## src/rtl/flash_cmd_pkg.sv

```systemverilog
package flash_cmd_pkg;

  typedef enum logic [1:0] {RM_ARRAY, RM_IDENT, RM_STATUS} rmode_e;
  typedef enum logic [1:0] {CS_IDLE, CS_ERASE_ARM, CS_PROG_ARM} cstate_e;

  localparam logic [7:0] CMD_READ_ARRAY = 8'hFF;
  localparam logic [7:0] CMD_IDENT      = 8'h90;
  localparam logic [7:0] CMD_STATUS     = 8'h70;
  localparam logic [7:0] CMD_CLEAR      = 8'h50;
  localparam logic [7:0] CMD_ERASE      = 8'h20;
  localparam logic [7:0] CMD_PROG_A     = 8'h40;
  localparam logic [7:0] CMD_PROG_B     = 8'h10;
  localparam logic [7:0] CMD_SUSPEND    = 8'hB0;
  localparam logic [7:0] CMD_CONFIRM    = 8'hD0;

  typedef struct packed {
    logic ready;
    logic susp;
    logic eerr;
    logic perr;
    logic prot;
  } status_t;

  // status byte: ready, suspended, erase err, program err, protect, 3 zeros
  function automatic logic [7:0] pack_status(input status_t s);
    return {s.ready, s.susp, s.eerr, s.perr, s.prot, 3'b000};
  endfunction

  function automatic logic is_prog_setup(input logic [7:0] c);
    return (c == CMD_PROG_A) || (c == CMD_PROG_B);
  endfunction

  function automatic logic is_setup(input logic [7:0] c);
    return (c == CMD_ERASE) || is_prog_setup(c);
  endfunction

endpackage

```

## src/rtl/flash_strobe_capture.sv

```systemverilog
module flash_strobe_capture #(
  parameter int AW = 12,
  parameter int DW = 8
) (
  input  logic          clk,
  input  logic          rst_n,
  input  logic          ce_n,
  input  logic          we_n,
  input  logic [AW-1:0] addr,
  input  logic [DW-1:0] data,
  output logic          wr_evt,
  output logic [AW-1:0] wr_addr,
  output logic [DW-1:0] wr_data
);
  logic          active;
  logic          act_q;
  logic [AW-1:0] addr_q;
  logic [DW-1:0] data_q;

  assign active = ~ce_n & ~we_n;

  always_ff @(posedge clk) begin
    if (!rst_n) begin
      act_q  <= 1'b0;
      addr_q <= '0;
      data_q <= '0;
    end else begin
      act_q <= active;
      if (active) begin
        addr_q <= addr;
        data_q <= data;
      end
    end
  end

  // first strobe to rise ends the write
  assign wr_evt  = act_q & ~active;
  assign wr_addr = addr_q;
  assign wr_data = data_q;
endmodule

```

## src/rtl/flash_status_reg.sv

```systemverilog
module flash_status_reg
  import flash_cmd_pkg::*;
(
  input  logic    clk,
  input  logic    rst_n,
  input  logic    eng_busy,
  input  logic    clr_err,
  input  logic    set_eerr,
  input  logic    set_perr,
  input  logic    set_prot,
  input  logic    set_susp,
  input  logic    clr_susp,
  output status_t sr
);
  logic susp_q, eerr_q, perr_q, prot_q;

  always_ff @(posedge clk) begin
    if (!rst_n) begin
      susp_q <= 1'b0;
      eerr_q <= 1'b0;
      perr_q <= 1'b0;
      prot_q <= 1'b0;
    end else begin
      if (clr_err) begin
        eerr_q <= 1'b0;
        perr_q <= 1'b0;
        prot_q <= 1'b0;
      end else begin
        if (set_eerr) eerr_q <= 1'b1;
        if (set_perr) perr_q <= 1'b1;
        if (set_prot) prot_q <= 1'b1;
      end
      if (set_susp)      susp_q <= 1'b1;
      else if (clr_susp) susp_q <= 1'b0;
    end
  end

  always_comb begin
    sr.ready = ~eng_busy;
    sr.susp  = susp_q;
    sr.eerr  = eerr_q;
    sr.perr  = perr_q;
    sr.prot  = prot_q;
  end
endmodule

```

## src/rtl/flash_cmd_decoder.sv

```systemverilog
module flash_cmd_decoder
  import flash_cmd_pkg::*;
#(
  parameter int AW = 12,
  parameter int DW = 8,
  parameter int BW = 3
) (
  input  logic          clk,
  input  logic          rst_n,
  input  logic          wr_evt,
  input  logic [AW-1:0] wr_addr,
  input  logic [DW-1:0] wr_data,
  input  logic          eng_busy,
  input  logic          unlock_ok,
  input  logic          suspended,
  output rmode_e        mode,
  output logic          in_setup,
  output logic          clr_err,
  output logic          set_eerr,
  output logic          set_perr,
  output logic          set_prot,
  output logic          set_susp,
  output logic          clr_susp,
  output logic          erase_go,
  output logic          prog_go,
  output logic          susp_go,
  output logic          res_go,
  output logic [AW-1:0] eng_addr,
  output logic [DW-1:0] eng_data
);
  localparam logic [BW-1:0] BOOT_BLK = {BW{1'b1}};

  rmode_e        mode_q, mode_n;
  cstate_e       st_q, st_n;
  logic          erase_n, prog_n, susp_n, res_n;
  logic          erase_q, prog_q, susp_q, res_q;
  logic [AW-1:0] addr_q;
  logic [DW-1:0] data_q;
  logic [7:0]    cmd;
  logic          locked;

  assign cmd    = wr_data[7:0];
  assign locked = (wr_addr[AW-1 -: BW] == BOOT_BLK) && !unlock_ok;

  always_comb begin
    mode_n   = mode_q;
    st_n     = st_q;
    erase_n  = 1'b0;
    prog_n   = 1'b0;
    susp_n   = 1'b0;
    res_n    = 1'b0;
    clr_err  = 1'b0;
    set_eerr = 1'b0;
    set_perr = 1'b0;
    set_prot = 1'b0;
    set_susp = 1'b0;
    clr_susp = 1'b0;
    if (wr_evt) begin
      unique case (st_q)
        CS_ERASE_ARM: begin
          st_n   = CS_IDLE;
          mode_n = RM_STATUS;
          if (cmd != CMD_CONFIRM) begin
            set_eerr = 1'b1;
            set_perr = 1'b1;
          end else if (locked) begin
            set_eerr = 1'b1;
            set_prot = 1'b1;
          end else begin
            erase_n = 1'b1;
          end
        end
        CS_PROG_ARM: begin
          st_n   = CS_IDLE;
          mode_n = RM_STATUS;
          if (locked) begin
            set_perr = 1'b1;
            set_prot = 1'b1;
          end else begin
            prog_n = 1'b1;
          end
        end
        default: begin
          if (is_setup(cmd)) begin
            if (!eng_busy && !suspended) begin
              st_n   = (cmd == CMD_ERASE) ? CS_ERASE_ARM : CS_PROG_ARM;
              mode_n = RM_STATUS;
            end
          end else begin
            unique case (cmd)
              CMD_READ_ARRAY: mode_n = RM_ARRAY;
              CMD_IDENT:      mode_n = RM_IDENT;
              CMD_STATUS:     mode_n = RM_STATUS;
              CMD_CLEAR:      clr_err = 1'b1;
              CMD_SUSPEND: begin
                if (eng_busy && !suspended) begin
                  susp_n   = 1'b1;
                  set_susp = 1'b1;
                  mode_n   = RM_STATUS;
                end
              end
              CMD_CONFIRM: begin
                if (suspended) begin
                  res_n    = 1'b1;
                  clr_susp = 1'b1;
                  mode_n   = RM_STATUS;
                end
              end
              default: ;
            endcase
          end
        end
      endcase
    end
  end

  always_ff @(posedge clk) begin
    if (!rst_n) begin
      mode_q  <= RM_ARRAY;
      st_q    <= CS_IDLE;
      erase_q <= 1'b0;
      prog_q  <= 1'b0;
      susp_q  <= 1'b0;
      res_q   <= 1'b0;
      addr_q  <= '0;
      data_q  <= '0;
    end else begin
      mode_q  <= mode_n;
      st_q    <= st_n;
      erase_q <= erase_n;
      prog_q  <= prog_n;
      susp_q  <= susp_n;
      res_q   <= res_n;
      if (erase_n || prog_n) begin
        addr_q <= wr_addr;
        data_q <= wr_data;
      end
    end
  end

  assign mode     = mode_q;
  assign in_setup = (st_q == CS_ERASE_ARM);
  assign erase_go = erase_q;
  assign prog_go  = prog_q;
  assign susp_go  = susp_q;
  assign res_go   = res_q;
  assign eng_addr = addr_q;
  assign eng_data = data_q;
endmodule

```

## src/rtl/flash_read_mux.sv

```systemverilog
module flash_read_mux
  import flash_cmd_pkg::*;
#(
  parameter int            DW       = 8,
  parameter logic [DW-1:0] MFR_CODE = 8'hB0,
  parameter logic [DW-1:0] DEV_CODE = 8'h4B
) (
  input  rmode_e        mode,
  input  logic          id_sel,
  input  logic [DW-1:0] array_rdata,
  input  logic [7:0]    status_byte,
  output logic [DW-1:0] rdata
);
  always_comb begin
    unique case (mode)
      RM_IDENT:  rdata = id_sel ? DEV_CODE : MFR_CODE;
      RM_STATUS: rdata = DW'(status_byte);
      default:   rdata = array_rdata;
    endcase
  end
endmodule

```

## src/rtl/flash_cmd_front.sv

```systemverilog
module flash_cmd_front
  import flash_cmd_pkg::*;
#(
  parameter int            AW       = 12,
  parameter int            DW       = 8,
  parameter int            BLK_W    = 3,
  parameter logic [DW-1:0] MFR_CODE = 8'hB0,
  parameter logic [DW-1:0] DEV_CODE = 8'h4B
) (
  input  logic          clk,
  input  logic          rst_n,
  input  logic          host_ce_n,
  input  logic          host_we_n,
  input  logic [AW-1:0] host_addr,
  input  logic [DW-1:0] host_wdata,
  output logic [DW-1:0] host_rdata,
  input  logic [DW-1:0] array_rdata,
  input  logic          wp_unlock,
  input  logic          hv_unlock,
  input  logic          eng_busy,
  output logic          eng_erase_go,
  output logic          eng_prog_go,
  output logic          eng_suspend_go,
  output logic          eng_resume_go,
  output logic [AW-1:0] eng_addr,
  output logic [DW-1:0] eng_data
);
  logic          wr_evt;
  logic [AW-1:0] wr_addr;
  logic [DW-1:0] wr_data;
  rmode_e        mode;
  logic          in_setup;
  logic          clr_err, set_eerr, set_perr, set_prot, set_susp, clr_susp;
  status_t       sr;
  logic [7:0]    status_byte;

  flash_strobe_capture #(.AW(AW), .DW(DW)) u_cap (
    .clk(clk), .rst_n(rst_n), .ce_n(host_ce_n), .we_n(host_we_n),
    .addr(host_addr), .data(host_wdata),
    .wr_evt(wr_evt), .wr_addr(wr_addr), .wr_data(wr_data)
  );

  flash_cmd_decoder #(.AW(AW), .DW(DW), .BW(BLK_W)) u_dec (
    .clk(clk), .rst_n(rst_n), .wr_evt(wr_evt), .wr_addr(wr_addr),
    .wr_data(wr_data), .eng_busy(eng_busy),
    .unlock_ok(wp_unlock | hv_unlock), .suspended(sr.susp),
    .mode(mode), .in_setup(in_setup),
    .clr_err(clr_err), .set_eerr(set_eerr), .set_perr(set_perr),
    .set_prot(set_prot), .set_susp(set_susp), .clr_susp(clr_susp),
    .erase_go(eng_erase_go), .prog_go(eng_prog_go),
    .susp_go(eng_suspend_go), .res_go(eng_resume_go),
    .eng_addr(eng_addr), .eng_data(eng_data)
  );

  flash_status_reg u_sr (
    .clk(clk), .rst_n(rst_n), .eng_busy(eng_busy),
    .clr_err(clr_err), .set_eerr(set_eerr), .set_perr(set_perr),
    .set_prot(set_prot), .set_susp(set_susp), .clr_susp(clr_susp),
    .sr(sr)
  );

  assign status_byte = pack_status(sr);

  flash_read_mux #(.DW(DW), .MFR_CODE(MFR_CODE), .DEV_CODE(DEV_CODE)) u_rd (
    .mode(mode), .id_sel(host_addr[0]), .array_rdata(array_rdata),
    .status_byte(status_byte), .rdata(host_rdata)
  );
endmodule

```

## config.mk

```make
export PLATFORM = sky130hd
export DESIGN_NAME = flash_cmd_front
export DESIGN_NICKNAME = d
export VERILOG_FILES = /design/src/rtl/flash_cmd_pkg.sv /design/src/rtl/flash_strobe_capture.sv /design/src/rtl/flash_status_reg.sv /design/src/rtl/flash_cmd_decoder.sv /design/src/rtl/flash_read_mux.sv /design/src/rtl/flash_cmd_front.sv
export SDC_FILE = /design/constraint.sdc
export NUM_CORES = 1
export LEC_CHECK = 0
export CAP_MARGIN = 20
export CELL_PAD_IN_SITES_DETAIL_PLACEMENT = 1
export CELL_PAD_IN_SITES_GLOBAL_PLACEMENT = 1
export CORE_UTILIZATION = 38
export DETAILED_ROUTE_END_ITERATION = 7
export PLACE_DENSITY = 0.82
export RECOVER_POWER = 100
export SYNTH_ARGS = -nofsm -noshare
export SYNTH_HDL_FRONTEND = slang
export SYNTH_HIERARCHICAL = 1
export SYNTH_SLANG_ARGS = --single-unit
```

## constraint.sdc

```tcl
create_clock -name clk -period 4.2 [get_ports clk]
set_clock_uncertainty 0.15 [all_clocks]
set_input_delay 0.63 -clock clk [delete_from_list [all_inputs] [get_ports clk]]
set_output_delay 0.63 -clock clk [all_outputs]
set_load 0.01 [all_outputs]
```

======== After elaboration in Yosys (flattened, before gate mapping) ========
Index checks and enable logic that the tools add are counted.
word-level totals
  register bits ........................... 53
  input bits .............................. 35
  output and inout port bits .............. 32
  logic and storage cells ................. 102
operators by class
  equal/unequal tests ..................... 18
  multiplexer cells ....................... 44
  bitwise operators ....................... 8
  reduce and logical (&&, ||, !) cells .... 17
operators with widths
  operator            count
  $eq 8x8->1 const B  4
  $mux 1              30
  $eq 8x7->1 const B  3
  $mux 2              9
  $pmux 8 s2          1
  $pmux 2 s5          1
  $eq 8x5->1 const B  1
  $eq 8x6->1 const B  1
  $mux 8              1
  $ne 4x2->1 const B  2
  $ne 8x8->1 const B  1
  $reduce_bool 7->1   1
  $reduce_bool 2->1   3
  $not 1->1           5
  $reduce_and 5->1    1
  $eq 2x1->1 const B  2
  $eq 2x2->1 const B  2
  $pmux 1 s2          2
  $reduce_or 2->1     2
  $eq 3x3->1 const B  1
  $logic_and 1x1->1   3
  $logic_not 1->1     3
  $logic_or 1x1->1    3
  $ne 3x3->1 const B  1
  3 further kinds     4

======== Depth between registers and ports, before layout ========
Gate-level depths: netlist of the first run.
  word-level depth ........................ 8
  mapped depth ............................ 8
  gate-level depth less buffers ........... 7

======== Hierarchy ========
Netlist of the first run, hierarchy kept.
modules (own cells, without submodules)
  module                instances  cells an instance  area each (µm²)  seq. area each (µm²)
  flash_cmd_decoder     1          180                1378.8           560.5
  flash_strobe_capture  1          96                 904.6            420.4
  flash_read_mux        1          32                 183.9            0.0
  flash_status_reg      1          18                 171.4            80.1
  flash_cmd_front       1          2                  10.0             0.0

======== Least setup slack after synthesis of the first run ========
OpenSTA, ideal clock, no wires.
  path kind ............................... input -> register
  start ................................... input host_we_n
  end ..................................... register u_dec.data_q[5] (netlist: u_dec/eng_data[5])
  library setup time ...................... 0.069 ns
  arrival ................................. 1.810 ns
  data required time ...................... 3.981 ns
  slack ................................... 2.171 ns
  stages .................................. 8
  path through ............................ or2_4 and2_1 clkbuf_1 inv_1 nor3_2 buf_2 nand3_1 o21ai_1
between the ends
  cells in the longest elaborated chain, start to end .. 6
  elaborated cells on any way between the ends .. 7
  those cells by class .................... mux (2); bitwise (4); reduce/logical (1)
RTL lines
  element                 line                        text
  start: declaration      flash_cmd_front.sv:13       input logic host_we_n,
  $not 1->1 *             flash_strobe_capture.sv:20  assign active = ~ce_n & ~we_n;
  $and 1x1->1 *           flash_strobe_capture.sv:20
  $not 1->1 *             flash_strobe_capture.sv:37  assign wr_evt = act_q & ~active;
  $and 1x1->1 *           flash_strobe_capture.sv:37
  via wr_evt              flash_cmd_front.sv:28       logic wr_evt;
  $mux 1                  flash_cmd_decoder.sv:58     if (wr_evt) begin
  $logic_or 1x1->1 *      flash_cmd_decoder.sv:134    if (erase_n || prog_n) begin
  end signal: assignment  flash_cmd_decoder.sv:136    data_q <= wr_data;
  end: declaration        flash_cmd_decoder.sv:38     logic [DW-1:0] data_q;
The timed path passes the listed nets; every way through them passes the cells marked *.
A chain may end at the register's enable or synchronous reset.

======== Worst setup path in the final report of the first run ========
  start ................................... input host_we_n
  end ..................................... register u_dec.addr_q[9] (netlist: u_dec/eng_addr[9])
between the ends
  cells in the longest elaborated chain, start to end .. 6
  elaborated cells on any way between the ends .. 7
  those cells by class .................... mux (2); bitwise (4); reduce/logical (1)
RTL lines
  element                 line                        text
  $not 1->1 *             flash_strobe_capture.sv:20
  $and 1x1->1 *           flash_strobe_capture.sv:20
  $not 1->1 *             flash_strobe_capture.sv:37
  $and 1x1->1 *           flash_strobe_capture.sv:37
  via wr_evt              flash_cmd_front.sv:28
  $mux 1                  flash_cmd_decoder.sv:58
  $logic_or 1x1->1 *      flash_cmd_decoder.sv:134
  end signal: assignment  flash_cmd_decoder.sv:135    addr_q <= wr_addr;
  end: declaration        flash_cmd_decoder.sv:37     logic [AW-1:0] addr_q;
Marked as above.

==> flow_metrics.env, run 1 <==
export IMPL_path_clk_slew_ps=90
export IMPL_nFillCells=830
export IMPL_post_route_util_pct=49.02
export IMPL_coreArea_um2=6756
export IMPL_grt_pass1_wl_um=10880
export IMPL_syn_to_final_growth_pct=25.04
export IMPL_intPower_uw=745.9
export IMPL_clock_latency_ps=310
export IMPL_worst_pin_slew_ps=674.3
export IMPL_dieArea_um2=7309
export IMPL_power_frac_seq_pct=53.5
export IMPL_post_cts_resized=0
export IMPL_start_util_pct=39.20
export IMPL_yosysWarnings=6
export IMPL_maxSlewHeadroom_pct=55.05
export IMPL_synth_top_cells_by_count="nand2_1, dfxtp_1, nand3_1, o21ai_1, o211ai_1"
export IMPL_post_place_ws_ps=808.7
export IMPL_regArea_um2=1061
export IMPL_fin_tns_setup_ps=0
export IMPL_postRouteAntennaNets=0
export IMPL_min_period_ps=3373
export IMPL_synthArstFlopShare_pct=0
export IMPL_grt_max_degree=49
export IMPL_cellPowerDensity_nw_per_um2=297.6
export IMPL_multi_input_area_um2=1304
export IMPL_critPathMaxFanout=40
export IMPL_synth_top_area_share_pct=40.06
export IMPL_synth_largest_area_cell="dfxtp_1"
export IMPL_swShare_pct=24.34
export IMPL_maxCapViolCount=0
export IMPL_tritoncts="yes"
export IMPL_critPathLaunchType="input pin"
export IMPL_p_comb_share_pct=11.7
export IMPL_synth_cells=328
export IMPL_htree_levels=2
export IMPL_vias=2438
export IMPL_holdWs_ps=310.9
export IMPL_setup_violations=0
export IMPL_hpwlAfterDp_um=4933
export IMPL_status="complete, no violations"
export IMPL_p_leak_uw=0.001238
export IMPL_synthesis_area_um2=2649
export IMPL_pwr_share_clk_pct=34.8
export IMPL_fmax_mhz=296.5
export IMPL_hold_path_class="flip-flop to flip-flop"
export IMPL_rsz0062_at_grt="no"
export IMPL_first_global_vias=2319
export IMPL_post_drt_wl_per_cell_um=14.82
export IMPL_crit_required_ps=4270
export IMPL_timing_final_ws_setup_ps=826.9
export IMPL_finalNetCount=415
export IMPL_maxSlewViolCount=0
export IMPL_vdd_drop_max_uv=188.0
export IMPL_grt_overflow_total=0
export IMPL_synth_most_common_cell="nand2_1"
export IMPL_end_kind="flip-flop"
export IMPL_drc=0
export IMPL_path_class="input pin to flip-flop"
export IMPL_synth_area_top_cells="dfxtp_1, nand2_1, o21ai_2"
export IMPL_n_antenna_cell=0
export IMPL_synth_edf_count=0
export IMPL_synth_seq_cells=53
export IMPL_drt_wl_total_um=6760
export IMPL_num_rows=30
export IMPL_root_buffer="clkbuf_8"
export IMPL_drt_pass1_iterations=4
export IMPL_ctsHoldBuffers=0
export IMPL_die_w_um=85.49
export IMPL_drive_gt1_share_pct=4.787
export IMPL_finalCritPeriodShare_pct=80.31
export IMPL_synth_cell_types=48
export IMPL_vias_per_cell=5.346
export IMPL_antenna_found_initial=0
export IMPL_power_switching_uw=239.9
export IMPL_grt_total_usage_pct=18.88
export IMPL_ys_seq_area_share_pct=40.06
export IMPL_cts_buffer_depth=2
export IMPL_die_h_um=85.49
export IMPL_gp_congestion=0.8356
export IMPL_synthFlopType="dfxtp_1"
export IMPL_io_pins=67
export IMPL_hold_viol_final=0
export IMPL_cp_arrival_ps=3450
export IMPL_syn_area_per_cell_um2=8.076
export IMPL_drt_iter0_drc=149
export IMPL_post_cts_buffers=0
export IMPL_portBuffers=66
export IMPL_cts_buffers=5
export IMPL_cts_sinks=53
[worst max-delay path, cell delays in order]
cell           delay [ps]
dlygate4sd3_1         530
buf_4                 230
or2_4                 290
and2_0                460
inv_1                 220
nor3_4                220
clkbuf_2              560
nand3_1               160
o21ai_0               120
[layout by cell type (no fill, tap or decap), types with 3 or more instances in the layout]
cell type / instances
a21oi_1: 5
a22oi_1: 6
a31oi_1: 3
and2_0: 6
buf_4: 4
clkbuf_8: 5
clkdlybuf4s50_1: 32
conb_1: 3
dfxtp_1: 53
dlygate4sd3_1: 33
ha_1: 4
inv_1: 13
nand2_1: 59
nand2b_1: 4
nand3_1: 27
nor2_1: 11
nor2b_1: 5
nor3_1: 5
nor4_1: 3
o211ai_1: 21
o21ai_0: 42
o21ai_1: 4
[state kept, by name, indices dropped and copies added (netlist names)]
name,flops
u_cap/wr_addr,12
u_dec/eng_addr,12
u_cap/wr_data,8
u_dec/eng_data,8
u_dec/mode,2
u_dec/st_q,2
u_cap/act_q,1
u_dec/erase_go,1
u_dec/prog_go,1
u_dec/res_go,1
u_dec/susp_go,1
u_sr/eerr_q,1
u_sr/perr_q,1
u_sr/prot_q,1
u_sr/susp_q,1
[per-layer routing]
layer | GRT usage [%] | wire length (um) | vias to the layer above
met5 | 0 | 0 | -
met4 | 7.879 | 153 | 0
met3 | 3.369 | 199 | 14
met2 | 32.44 | 3345 | 50
met1 | 23.35 | 3061 | 1139
li1 | - | - | 1235
[logic make-up (layout without fill, tap and decap cells)]
group,Yosys count,after routing,synth area share [%]
adder cells (fa/ha/maj),4,4,1.890
AND/OR/NAND/NOR,129,129,23.95
AO/OA/AOI/OAI,94,94,24.89
XOR/XNOR,2,2,0.6614
flip-flops,53,53,40.06
other,1,3,0.1416
buffers and inverters,45,91,8.408
[power groups by stage]
| stage | Combinational (uW) | Sequential, uW | Clock [uW] |
|---|---|---|---|
| 2_1_floorplan | 76.2 | 530 | 0 |
| 3_3_place_gp | 123 | 538 | 0 |
| 3_5_place_dp | 126 | 539 | 0 |
| 4_1_cts | 127 | 527 | 354 |
| 5_1_grt | 128 | 529 | 373 |
| 6_report | 115 | 527 | 343 |
[per-stage QoR]
stage / total power [uW] / std cells / area, um^2
final: 985.8 / 456 / 3312
after global placement: 660.9 / 449 / 3282
after CTS: 1008 / 456 / 3390
after global routing: 1030 / 456 / 3312
after detailed placement: 664.9 / 449 / 3282
after floorplan: 606.4 / 330 / 2656
[area by class of cell]
type | count | share of cell area (%)
multi-input combinational | 232 | 39.37
sequential | 53 | 32.04
timing repair buffer | 71 | 20.85
tap | 80 | 3.022
clock buffer | 5 | 2.078
inverter | 13 | 1.473
clock inverter | 2 | 1.171
[final timing paths]
kind                      start                 end  slack [ps]  cells after the start
max                   host_we_n   u_dec/eng_addr[9]         830                      9
min          u_dec/eng_addr[10]  u_dec/eng_addr[10]         310                      2
max reg2reg    u_cap/wr_data[4]   u_dec/eng_addr[9]        1640                      6
min reg2reg  u_dec/eng_addr[10]  u_dec/eng_addr[10]         310                      2
Note: power is estimated with default switching activity, not from simulation.
==> run 2: changes to the inputs <==
- CORE_UTILIZATION: 38 -> 36
- PLACE_DENSITY: 0.82 -> 0.78
- clock period: 4.2 -> 3.5 ns (I/O delays scaled with it)
==> run 2 against run 1 <==
Net effect: setup slack lost 200 ps; routed wire length grew 2.4%; core utilization down 1.0 points; clock power barely moved; worst hold slack got worse by 5.3 ps; flip-flop and latch count did not move; design area is 0.68% higher; cell count grew 3.9%; count of clock-buffer cells in the layout increased by 2; critical path depth decreased by 2; die area is 5.4% higher; non-clock buffer count is 2 higher; critical endpoint is now u_dec/eng_addr[5]; largest power group unchanged.
==> flow_metrics.env, run 2 (synthesis results as in run 1) <==
export IMPL_critPathMaxFanout=40
export IMPL_grt_max_degree=51
export IMPL_path_class="input pin to flip-flop"
export IMPL_hpwlAfterDp_um=5029
export IMPL_status="complete, no violations"
export IMPL_placed_area_um2=3317
export IMPL_vdd_drop_max_uv=200.3
export IMPL_drc=0
export IMPL_crit_chain="dlygate4sd3_1 > or2_2 > and2_0 > inv_1 > nor3_4 > clkbuf_2 > o21ai_0"
export IMPL_cpLargestDelayFamily="buffers and inverters"
export IMPL_max_stage_delay_ps=560
export IMPL_worst_pin_slew_ps=957.3
export IMPL_path_clk_slew_ps=90
export IMPL_fmax_mhz=348.5
export IMPL_timing_rr_start="u_cap/wr_data[4]"
export IMPL_rsz0062_at_grt="no"
export IMPL_drive_gt1_share_pct=5.820
export IMPL_die_w_um=87.78
export IMPL_clock_latency_ps=300
export IMPL_grt_total_usage_pct=19.09
export IMPL_r2r_worst_path_cells=5
export IMPL_final_cell_mix="nand2_1, dfxtp_1, o21ai_0"
export IMPL_gp_congestion=0.7805
export IMPL_stdcell_area_um2=3334
export IMPL_cp_arrival_ps=2860
export IMPL_cpMaxStageDelayCell="clkbuf_2"
export IMPL_hold_path_class="flip-flop to flip-flop"
export IMPL_r2r_setup_slack_ps=970
export IMPL_timing_rr_end="u_dec/eng_addr[5]"
export IMPL_ctsHoldBuffers=0
export IMPL_finalNetCount=417
export IMPL_cts_sinks=53
export IMPL_finalCritPeriodShare_pct=81.98
export IMPL_maxSlewViolCount=0
export IMPL_drt_iter0_drc=139
export IMPL_die_h_um=87.78
export IMPL_cts_buffers=5
export IMPL_postRouteAntennaNets=0
export IMPL_drt_wl_total_um=6920
export IMPL_min_period_ps=2869
export IMPL_post_cts_buffers=0
export IMPL_maxSlewHeadroom_pct=36.18
export IMPL_io_pins=67
export IMPL_num_rows=30
export IMPL_final_common_cell="nand2_1"
export IMPL_nFillCells=858
export IMPL_critPathLaunchType="input pin"
export IMPL_htree_levels=2
export IMPL_hold_viol_final=0
export IMPL_post_route_util_pct=48.02
export IMPL_cellPowerDensity_nw_per_um2=334.3
export IMPL_vias_per_cell=5.131
export IMPL_path_buf_inv=3
export IMPL_holdWs_ps=305.6
export IMPL_coreArea_um2=6944
export IMPL_syn_to_final_growth_pct=25.89
export IMPL_root_buffer="clkbuf_8"
export IMPL_start_util_pct=38.14
export IMPL_setup_violations=0
export IMPL_end_kind="flip-flop"
export IMPL_portBuffers=66
export IMPL_dieArea_um2=7704
export IMPL_post_drt_wl_per_cell_um=14.60
export IMPL_crit_required_ps=3490
export IMPL_maxCapViolCount=0
export IMPL_drt_pass1_iterations=4
export IMPL_cts_buffer_depth=2
export IMPL_post_cts_resized=0
export IMPL_fin_tns_setup_ps=0
export IMPL_tritoncts="yes"
export IMPL_timing_final_ws_setup_ps=630.8
export IMPL_antenna_found_initial=0
export IMPL_grt_pass1_wl_um=11560
export IMPL_critical_path_startpoint="host_we_n"
export IMPL_n_antenna_cell=0
export IMPL_path_depth=7
export IMPL_cp_endpoint="u_dec/eng_addr[5]"
export IMPL_grt_overflow_total=0
export IMPL_p_leak_uw=0.001240
export IMPL_vias=2432
export IMPL_first_global_vias=2468
export IMPL_post_place_ws_ps=796.3
[run 2: cell types whose count changed in the layout (fill, tap and decap cells not counted), sizes merged]
cell    delta
bufinv     -1
inv        -1
clkbuf     +3
buf        +1
[run 2: cell type report]
type | count | area, um^2 | area share [%]
Inverter | 13 | 48.80 | 1.463
Tap cell | 96 | 120.1 | 3.602
Multi-Input combinational cell | 232 | 1316 | 39.47
Clock buffer | 7 | 86.33 | 2.589
Sequential cell | 53 | 1061 | 31.82
Timing Repair Buffer | 73 | 701.9 | 21.05
[run 2: worst register-to-register path: cells and delay by family (launching register included)]
| family | cells | cell delay (ps) |
|---|---|---|
| flops | 1 | 580 |
| compound gates | 2 | 510 |
| buf+inv | 1 | 560 |
| simple gates | 2 | 560 |
[run 2: metrics by stage]
stage,cells,power [uW]
2_1_floorplan,330,727.6
3_3_place_gp,467,795.4
3_5_place_dp,467,799.2
4_1_cts,474,1137
5_1_grt,474,1163
6_report,474,1115
[run 2: worst min-delay path by stage]
stage | start | depth (start not counted) | slack [ps] | to
5_1_grt | u_dec/eng_addr[7] | 2 | 340 | u_dec/eng_addr[7]
3_5_place_dp | u_dec/eng_addr[6] | 2 | 300 | u_dec/eng_addr[6]
4_1_cts | u_dec/eng_addr[7] | 2 | 310 | u_dec/eng_addr[7]
2_1_floorplan | u_cap/wr_addr[0] | 2 | 290 | u_dec/eng_addr[0]
6_report | u_dec/eng_addr[7] | 2 | 310 | u_dec/eng_addr[7]
3_3_place_gp | u_dec/eng_data[3] | 2 | 290 | u_dec/eng_data[3]
[run 2: routing by layer]
metal / vias up / global-route usage [%] / routed length (um)
met1: 1140 / 23.84 / 3155
met4: 0 / 4.024 / 59
met2: 53 / 34.25 / 3418
met3: 5 / 3.393 / 286
met5: - / 0 / 0
li1: 1234 / - / -
[run 2: power by group]
part / internal, uW / switching (uW) / total, uW / leakage (uW)
Sequential: 615 / 16.5 / 632 / 0.000429
Combinational: 69.3 / 72.7 / 142 / 0.000766
Clock: 157 / 184 / 341 / 0.0000443
==> run 3: changes to the inputs <==
- clock period: 3.5 -> 2.99 ns (I/O delays scaled with it)
==> run 3 against run 2 <==
Net effect: die area is the same; flip-flop and latch count is the same; cell count shrank 0.42%; setup slack lost 410 ps; via count grew 0.95%; clock power grew 10%; core utilization is essentially flat; routed wire length shrank 1.5%; register-to-register slack lost 210 ps; sequential power grew 17%; critical path type is now flip-flop to output pin; largest cell class unchanged.
==> flow_metrics.env, run 3 (synthesis results as in run 1) <==
export IMPL_status="complete, no violations"
export IMPL_end_kind="output pin"
export IMPL_grt_pass1_wl_um=11500
export IMPL_final_cell_mix="nand2_1, dfxtp_1, o21ai_0"
export IMPL_antenna_found_initial=0
export IMPL_finalCritPeriodShare_pct=92.76
export IMPL_max_stage_delay_ps=620
export IMPL_first_global_vias=2420
export IMPL_worstHoldStart="u_dec/eng_data[3]"
export IMPL_place_inst=466
export IMPL_worst_pin_slew_ps=1042
export IMPL_finalNetCount=416
export IMPL_dieArea_um2=7704
export IMPL_critical_path_startpoint="u_dec/mode[0]"
export IMPL_die_w_um=87.78
export IMPL_drt_wl_total_um=6815
export IMPL_rsz0062_at_grt="no"
export IMPL_vias_per_cell=5.201
export IMPL_tritoncts="yes"
export IMPL_io_pins=67
export IMPL_cts_buffers=5
export IMPL_cp_arrival_ps=2180
export IMPL_maxSlewHeadroom_pct=30.50
export IMPL_path_class="flip-flop to output pin"
export IMPL_post_cts_buffers=0
export IMPL_post_drt_wl_per_cell_um=14.44
export IMPL_maxSlewViolCount=0
export IMPL_post_cts_resized=0
export IMPL_path_clk_slew_ps=90
export IMPL_post_route_util_pct=48.00
export IMPL_grt_overflow_total=0
export IMPL_n_antenna_cell=0
export IMPL_pwr_share_clk_pct=29.3
export IMPL_p_leak_uw=0.001237
export IMPL_crit_chain="inv_1 > ha_1 > inv_1 > a31oi_1 > dlygate4sd3_1"
export IMPL_drt_pass1_iterations=4
export IMPL_clock_latency_ps=300
export IMPL_syn_to_final_growth_pct=25.84
export IMPL_grt_max_degree=47
export IMPL_drc=0
export IMPL_vias=2455
export IMPL_gp_congestion=0.7984
export IMPL_timing_final_ws_setup_ps=216.4
export IMPL_portBuffers=66
export IMPL_total_power_uw=1282
export IMPL_hold_viol_final=0
export IMPL_cts_sinks=53
export IMPL_intPower_uw=957.0
export IMPL_crit_required_ps=2390
export IMPL_grt_total_usage_pct=19.15
export IMPL_drt_iter0_drc=83
export IMPL_timing_rr_start="u_cap/wr_data[0]"
export IMPL_ctsHoldBuffers=0
export IMPL_cellPowerDensity_nw_per_um2=384.5
export IMPL_postRouteAntennaNets=0
export IMPL_fin_tns_setup_ps=0
export IMPL_critPathLaunchType="flip-flop"
export IMPL_vdd_drop_max_uv=224.4
export IMPL_coreArea_um2=6944
export IMPL_nFillCells=830
export IMPL_power_frac_seq_pct=57.6
export IMPL_drive_gt1_share_pct=5.851
export IMPL_setup_violations=0
export IMPL_final_common_cell="nand2_1"
export IMPL_p_comb_share_pct=13.1
export IMPL_cts_buffer_depth=2
export IMPL_crit_top_cell="inv_1"
export IMPL_critPathMaxFanout=14
export IMPL_instances_no_fill=472
export IMPL_root_buffer="clkbuf_8"
export IMPL_die_h_um=87.78
export IMPL_cpMaxStageDelayCell="dlygate4sd3_1"
export IMPL_start_util_pct=38.14
export IMPL_power_switching_uw=324.8
export IMPL_hpwlAfterDp_um=5024
export IMPL_post_place_ws_ps=338.6
export IMPL_maxCapViolCount=0
export IMPL_swShare_pct=25.34
export IMPL_hold_path_class="flip-flop to flip-flop"
export IMPL_fmax_mhz=360.5
export IMPL_min_period_ps=2774
export IMPL_htree_levels=2
export IMPL_num_rows=30
export IMPL_cpLargestDelayFamily="buffers and inverters"
export IMPL_path_buf_inv=3
[run 3: area by class of cell]
| type | instances | area, um^2 | area share, % |
|---|---|---|---|
| Clock buffer | 5 | 68.82 | 2.065 |
| Clock inverter | 1 | 5.005 | 0.1502 |
| Timing Repair Buffer | 72 | 709.4 | 21.28 |
| Sequential cell | 53 | 1061 | 31.83 |
| Inverter | 13 | 48.80 | 1.464 |
| Multi-Input combinational cell | 232 | 1320 | 39.60 |
| Tap cell | 96 | 120.1 | 3.604 |
[run 3: power by group through the flow]
stage	Combinational, uW	Clock (uW)	Sequential [uW]
2_1_floorplan	107	0	745
3_3_place_gp	178	0	754
3_5_place_dp	181	0	755
4_1_cts	181	386	738
5_1_grt	184	409	742
6_report	167	376	739
[run 3: layer usage]
metal  wire [um]  GRT usage (%)
met5           0              0
met4          85          6.110
met3         283          3.393
met2        3322          32.98
met1        3124          24.23
[run 3: per-stage QoR]
| step | instance area [um^2] | hold WS (ps) |
|---|---|---|
| final | 3333 | 308.5 |
| after CTS | 3396 | 306.0 |
| after global placement | 3322 | 289.3 |
| after detailed placement | 3322 | 293.7 |
| after floorplan | 2656 | 287.2 |
| after global routing | 3333 | 340.4 |
[run 3: worst register-to-register path: cells and delay by family (launching register included)]
family                 cells  cell delay, ps
flip-flops                 1             380
AND/OR/NAND/NOR            2             740
buffers and inverters      1             360
AO/OA/AOI/OAI              2             480
[run 3: worst paths after layout]
kind / to / slack, ps / cells past startpoint
hold / removal: u_dec/eng_data[3] / 310 / 2
hold reg to reg: u_dec/eng_data[3] / 310 / 2
setup / recovery: host_rdata[7] / 220 / 5
setup reg to reg: u_dec/eng_addr[10] / 760 / 5
